$ cat src/rtl/diag_pkg.sv
package diag_pkg;
    localparam int FLAG_N = 10;
    localparam int WORD_W = 16;

    localparam int B_SUP_LO  = 0;
    localparam int B_SUP_HI  = 1;
    localparam int B_FLASH   = 2;
    localparam int B_SPI     = 3;
    localparam int B_ST_BUSY = 4;
    localparam int B_ST_FAIL = 5;
    localparam int B_CKSUM   = 6;
    localparam int B_CAPFULL = 7;
    localparam int B_ALM1    = 8;
    localparam int B_ALM2    = 9;

    typedef enum logic [1:0] {
        FR_IDLE   = 2'd0,
        FR_ACTIVE = 2'd1,
        FR_CLOSE  = 2'd2
    } frame_state_t;
endpackage

$ cat src/rtl/diag_spi_framer.sv
module diag_spi_framer
    import diag_pkg::*;
#(
    parameter int FRAME_LEN = 16
) (
    input  logic clk,
    input  logic rst_n,
    input  logic spi_sclk,
    input  logic spi_cs_n,
    output logic frame_err
);
    localparam int CNT_W = (FRAME_LEN > 1) ? $clog2(FRAME_LEN) : 1;
    localparam logic [CNT_W-1:0] CNT_LAST = CNT_W'(FRAME_LEN - 1);

    frame_state_t state, state_nx;
    logic [CNT_W-1:0] edge_cnt;
    logic sclk_q, cs_q;
    logic sclk_rise, cs_fall, cs_rise;

    assign sclk_rise = spi_sclk & ~sclk_q;
    assign cs_fall   = ~spi_cs_n & cs_q;
    assign cs_rise   = spi_cs_n & ~cs_q;

    always_ff @(posedge clk or negedge rst_n) begin
        if (!rst_n) begin
            sclk_q <= 1'b0;
            cs_q   <= 1'b1;
        end else begin
            sclk_q <= spi_sclk;
            cs_q   <= spi_cs_n;
        end
    end

    // state register
    always_ff @(posedge clk or negedge rst_n) begin
        if (!rst_n) state <= FR_IDLE;
        else        state <= state_nx;
    end

    always_comb begin
        state_nx = state;
        unique case (state)
            FR_IDLE:   if (cs_fall) state_nx = FR_ACTIVE;
            FR_ACTIVE: if (cs_rise) state_nx = FR_CLOSE;
            FR_CLOSE:  state_nx = cs_fall ? FR_ACTIVE : FR_IDLE;
            default:   state_nx = FR_IDLE;
        endcase
    end

    // edge counter, modulo FRAME_LEN
    always_ff @(posedge clk or negedge rst_n) begin
        if (!rst_n) begin
            edge_cnt <= '0;
        end else if (cs_fall) begin
            edge_cnt <= '0;
        end else if (state == FR_ACTIVE && !spi_cs_n && sclk_rise) begin
            edge_cnt <= (edge_cnt == CNT_LAST) ? '0 : edge_cnt + 1'b1;
        end
    end

    // outputs
    always_comb begin
        frame_err = 1'b0;
        unique case (state)
            FR_CLOSE: frame_err = (edge_cnt != '0);
            default:  frame_err = 1'b0;
        endcase
    end


    cnt_restart_chk: assert property (@(posedge clk) disable iff (!rst_n)
        cs_fall |=> (edge_cnt == '0));


    err_after_deselect_chk: assert property (@(posedge clk) disable iff (!rst_n)
        frame_err |-> $past(cs_rise));
endmodule

$ cat src/rtl/diag_flag_bank.sv
module diag_flag_bank
    import diag_pkg::*;
#(
    parameter int N = FLAG_N
) (
    input  logic         clk,
    input  logic         rst_n,
    input  logic [N-1:0] set_vec,
    input  logic         clr_all,
    output logic [N-1:0] flags
);
    for (genvar i = 0; i < N; i++) begin : g_flag
        always_ff @(posedge clk or negedge rst_n) begin
            if (!rst_n)          flags[i] <= 1'b0;
            else if (set_vec[i]) flags[i] <= 1'b1;
            else if (clr_all)    flags[i] <= 1'b0;
        end
    end


    sticky_chk: assert property (@(posedge clk) disable iff (!rst_n)
        !clr_all |=> ((flags & $past(flags)) == $past(flags)));


    set_wins_chk: assert property (@(posedge clk) disable iff (!rst_n)
        (set_vec != '0) |=> ((flags & $past(set_vec)) == $past(set_vec)));


    clear_all_chk: assert property (@(posedge clk) disable iff (!rst_n)
        (clr_all && set_vec == '0) |=> (flags == '0));
endmodule

$ cat src/rtl/diag_read_port.sv
module diag_read_port
    import diag_pkg::*;
#(
    parameter int              ADDR_W    = 7,
    parameter logic [ADDR_W-1:0] DIAG_ADDR = 7'h12
) (
    input  logic              clk,
    input  logic              rst_n,
    input  logic              rd_en,
    input  logic [ADDR_W-1:0] rd_addr,
    input  logic [WORD_W-1:0] word,
    output logic [7:0]        rd_data,
    output logic              rd_hit
);
    assign rd_hit = rd_en && (rd_addr[ADDR_W-1:1] == DIAG_ADDR[ADDR_W-1:1]);

    always_ff @(posedge clk or negedge rst_n) begin
        if (!rst_n)      rd_data <= '0;
        else if (rd_hit) rd_data <= rd_addr[0] ? word[15:8] : word[7:0];
        else             rd_data <= '0;
    end


    miss_zero_chk: assert property (@(posedge clk) disable iff (!rst_n)
        (rd_en && !rd_hit) |=> (rd_data == 8'h00));


    unused_zero_chk: assert property (@(posedge clk) disable iff (!rst_n)
        (rd_hit && rd_addr[0]) |=> (rd_data[7:2] == 6'b0));
endmodule

$ cat src/rtl/diag_status_reg.sv
module diag_status_reg
    import diag_pkg::*;
#(
    parameter int                ADDR_W    = 7,
    parameter logic [ADDR_W-1:0] DIAG_ADDR = 7'h12,
    parameter int                FRAME_LEN = 16
) (
    input  logic              clk,
    input  logic              rst_n,
    input  logic              rd_en,
    input  logic [ADDR_W-1:0] rd_addr,
    output logic [7:0]        rd_data,
    input  logic              sample_tick,
    input  logic              supply_low,
    input  logic              supply_high,
    input  logic              flash_fail,
    input  logic              selftest_busy,
    input  logic              selftest_fail,
    input  logic              cksum_bad,
    input  logic              capbuf_full,
    input  logic              alarm1,
    input  logic              alarm2,
    input  logic              spi_sclk,
    input  logic              spi_cs_n
);
    localparam int PAD_W = WORD_W - FLAG_N;

    logic [FLAG_N-1:0] set_vec, flags;
    logic [WORD_W-1:0] word;
    logic frame_err, rd_hit;

    always_comb begin
        set_vec            = '0;
        set_vec[B_SUP_LO]  = supply_low  & sample_tick;
        set_vec[B_SUP_HI]  = supply_high & sample_tick;
        set_vec[B_FLASH]   = flash_fail;
        set_vec[B_SPI]     = frame_err;
        set_vec[B_ST_BUSY] = selftest_busy;
        set_vec[B_ST_FAIL] = selftest_fail;
        set_vec[B_CKSUM]   = cksum_bad;
        set_vec[B_CAPFULL] = capbuf_full;
        set_vec[B_ALM1]    = alarm1;
        set_vec[B_ALM2]    = alarm2;
    end

    assign word = {{PAD_W{1'b0}}, flags};

    diag_spi_framer #(.FRAME_LEN(FRAME_LEN)) u_framer (
        .clk(clk), .rst_n(rst_n), .spi_sclk(spi_sclk), .spi_cs_n(spi_cs_n),
        .frame_err(frame_err)
    );

    diag_flag_bank #(.N(FLAG_N)) u_flags (
        .clk(clk), .rst_n(rst_n), .set_vec(set_vec), .clr_all(rd_hit),
        .flags(flags)
    );

    diag_read_port #(.ADDR_W(ADDR_W), .DIAG_ADDR(DIAG_ADDR)) u_rd (
        .clk(clk), .rst_n(rst_n), .rd_en(rd_en), .rd_addr(rd_addr),
        .word(word), .rd_data(rd_data), .rd_hit(rd_hit)
    );


    supply_gate_chk: assert property (@(posedge clk) disable iff (!rst_n)
        (!sample_tick && rd_hit && set_vec == '0) |=> !flags[B_SUP_LO] && !flags[B_SUP_HI]);
endmodule

$ cat config.mk
export PLATFORM = sky130hd
export DESIGN_NAME = diag_status_reg
export DESIGN_NICKNAME = d
export VERILOG_FILES = /design/src/rtl/diag_pkg.sv /design/src/rtl/diag_spi_framer.sv /design/src/rtl/diag_flag_bank.sv /design/src/rtl/diag_read_port.sv /design/src/rtl/diag_status_reg.sv
export SDC_FILE = /design/constraint.sdc
export NUM_CORES = 1
export LEC_CHECK = 0
export BUFFER_PORTS_ARGS = -buffer_cell sky130_fd_sc_hd__buf_2
export CORE_MARGIN = 2
export CORE_UTILIZATION = 46
export DETAILED_ROUTE_END_ITERATION = 6
export PLACE_DENSITY = 0.71
export REMOVE_ABC_BUFFERS = 1
export SYNTH_ARGS = -nofsm -noshare
export SYNTH_HDL_FRONTEND = slang
export SYNTH_SLANG_ARGS = --single-unit
$ cat constraint.sdc
create_clock -name clk -period 3.6 [get_ports clk]
set_input_delay 0.9 -clock clk [delete_from_list [all_inputs] [get_ports clk]]
set_output_delay 0.9 -clock clk [all_outputs]
set_load 0.1 [all_outputs]
==> results.py <==
metrics = {
    "outcome": {
        "status": "complete, no violations",
    },
    "floorplan": {
        "start_util_pct": 49.89,
        "design.die.area_um2": 2857,
        "core-area_um2": 2255,
        "die_y_um": 53.45,
        "num_rows": 17,
        "die_x_um": 53.45,
        "pin_count": 30,
    },
    "critical_path": {
        "path_buf_inv": 1,
        "startpoint_type": "flop",
        "cp.arrival_ns": 1.10,
        "crit_slowest_cell": "buf_2",
        "cp_top_family": "buffers and inverters",
        "crit_required_ns": 2.70,
        "critical_path.cell_chain": "buf_2",
        "crit_path_max_incr_delay_ns": 0.42,
        "cp-end-kind": "primary output",
        "worstPathMaxFanout": 1,
        "path_class": "flop to primary output",
    },
    "clock_tree": {
        "cts_resized": 0,
        "clk_path_buf_depth": 2,
        "cts_setup_buffers": 0,
        "holdBufCountCts": 0,
        "cts_htree_levels": 1,
        "cts_root_buf": "clkbuf_4",
        "cts_tree": "built",
        "clk_pin_slew_ns": 0.13,
        "clock_latency_ns": 0.31,
        "cts_buffers": 3,
        "cts.sinks": 26,
    },
    "final_layout": {
        "layout_common_cells": "buf_2 (29), dfrtp_1 (25), nor3b_2 (6)",
        "drive_gt1_share_pct": 44.25,
        "post-route-util_pct": 58.82,
        "num-nets-final": 138,
        "final_area_um2": 1326,
        "layout_commonest_cell": "buf_2",
        "syn2layout_area_growth_pct": 17.91,
        "fin_cells": 141,
        "n_antenna_cell": 0,
    },
    "timing": {
        "slew_violations": 0,
        "fin_crit_ns": 2.000,
        "hold_viol": 0,
        "max_slew_margin_pct": 63.70,
        "rsz0062_at_grt": "no",
        "fin_worst_skew_ns": 0.002872,
        "worstMarginPinSlew_ns": 0.5445,
        "whs_ns": 0.4913,
        "fmax_mhz": 500.1,
        "post-route-period-util_pct": 55.55,
        "setup_viol": 0,
        "tns_ns": 0,
    },
    "synthesis": {
        "synth_area_leaders": "dfrtp_1 (56%), nor3b_2 (6.7%), nor4b_4 (4.2%)",
        "syn_area_um2": 1125,
        "yosysSeqAreaShare_pct": 57.95,
        "synth.largest_area_cell": "dfrtp_1",
        "synth_cells": 82,
        "synth_cell_types": 27,
        "synth_top_area_share_pct": 55.62,
        "yosys_warnings": 0,
        "ys_seq_elements": 26,
        "syn_area_per_cell_um2": 13.72,
    },
    "grt": {
        "grt_pass1_vias": 738,
        "track_usage_pct": 15.79,
        "grt_max_degree": 27,
        "grt_pass1_wl_mm": 3.091,
        "antenna_found_initial": 0,
        "grt.overflow.total": 0,
    },
    "placement": {
        "gp_congestion": 0.7103,
        "io_buffers": 29,
        "placedCellCount": 137,
        "hpwl_mm": 1.387,
        "dpl_cell_area_um2": 1290,
    },
    "pwr": {
        "power.density_nw_per_um2": 389.2,
        "ir_drop_mv": 0.3435,
        "p_leak_nw": 0.6551,
    },
    "drt": {
        "route.detailed.drc": 0,
        "dr_wl_met2_um": 932,
        "firstDrtPassIters": 3,
        "post_drt_wl_per_cell_um": 13.16,
        "wl_mm": 1.855,
        "final_antenna_net_count": 0,
        "vias_per_cell": 5.149,
        "drt_iter0_drc": 6,
        "wl_met1_um": 804,
        "dr_total_vias": 726,
        "dr_wl_met3_um": 97,
        "top_layer": "met4",
    },
    "hold_path": {
        "min-delay-path-class": "flop to flop",
    },
    "flow_run": {
        "drv_cap": 0,
    },
}
## kinds of logic after synthesis
logic type	share of synthesized area, %
flops	57.95
simple gates	21.69
buf+inv	2.335
compound gates	13.13
fa+ha+maj	2.224
mux	2.670
## synthesized netlist by cell type
master     n
a22o_2     2
nand3_1    3
and3_1     1
a21o_2     5
nand2b_1   2
a21oi_1    3
a32o_1     2
a21o_1     4
clkbuf_1   1
o211ai_1   1
nor3b_2    6
and2_1     2
dfrtp_1   25
dfstp_2    1
nor3b_1    1
and3b_1    1
a31oi_1    1
nand4b_4   1
mux2i_1    3
nor2b_1    2
inv_1      3
ha_1       2
nand2_1    3
nor2_1     3
nor4b_4    2
o21ai_0    1
buf_6      1
## layer usage
metal	global-route usage, %	up-vias
met1	17.45	352
li1	-	353
met2	27.57	17
met3	5.085	4
met5	0	-
met4	6.410	0
## cell type report
cell class                      instances  area (µm²)
Timing Repair Buffer                   29       145.1
Inverter                                3       11.26
Fill cell                             206       928.4
Clock buffer                            4       36.28
Sequential cell                        26       651.9
Tap cell                               28       35.03
Multi-Input combinational cell         51       446.7
## where the power goes
group / switching (mW) / internal, mW
registers: 0.00910 / 0.306
logic: 0.0312 / 0.0291
clock network: 0.0793 / 0.0619
total: 0.120 / 0.397
## flip-flops by register name (all words and copies together) (netlist names)
| signal | count |
|---|---|
| u_rd.rd_data | 8 |
| u_framer.state | 2 |
| u_flags.flags | 10 |
| u_framer.sclk_q | 1 |
| u_framer.edge_cnt | 4 |
| u_framer.cs_q | 1 |
## metrics by stage
| stage | worst slack, ns | power, mW |
|---|---|---|
| 3_5_place_dp | 1.500 | 0.3815 |
| 3_3_place_gp | 1.564 | 0.3779 |
| 4_1_cts | 1.576 | 0.5259 |
| 2_1_floorplan | 1.743 | 0.3509 |
| 6_report | 1.600 | 0.5162 |
| 5_1_grt | 1.552 | 0.5462 |
## final timing paths
path                       depth (start not counted)               from  slack, ns                    to
max                                                1    u_rd.rd_data[4]       1.60            rd_data[4]
min                                                1   u_flags.flags[8]       0.49      u_flags.flags[8]
min in group asynchronous                          1              rst_n       0.55       u_rd.rd_data[2]
min reg2reg                                        1   u_flags.flags[8]       0.49      u_flags.flags[8]
max reg2reg                                        3  u_framer.state[1]       2.17  u_framer.edge_cnt[3]
max in group asynchronous                          1              rst_n       2.68         u_framer.cs_q
No activity file was read; power rests on OpenSTA's default activity.
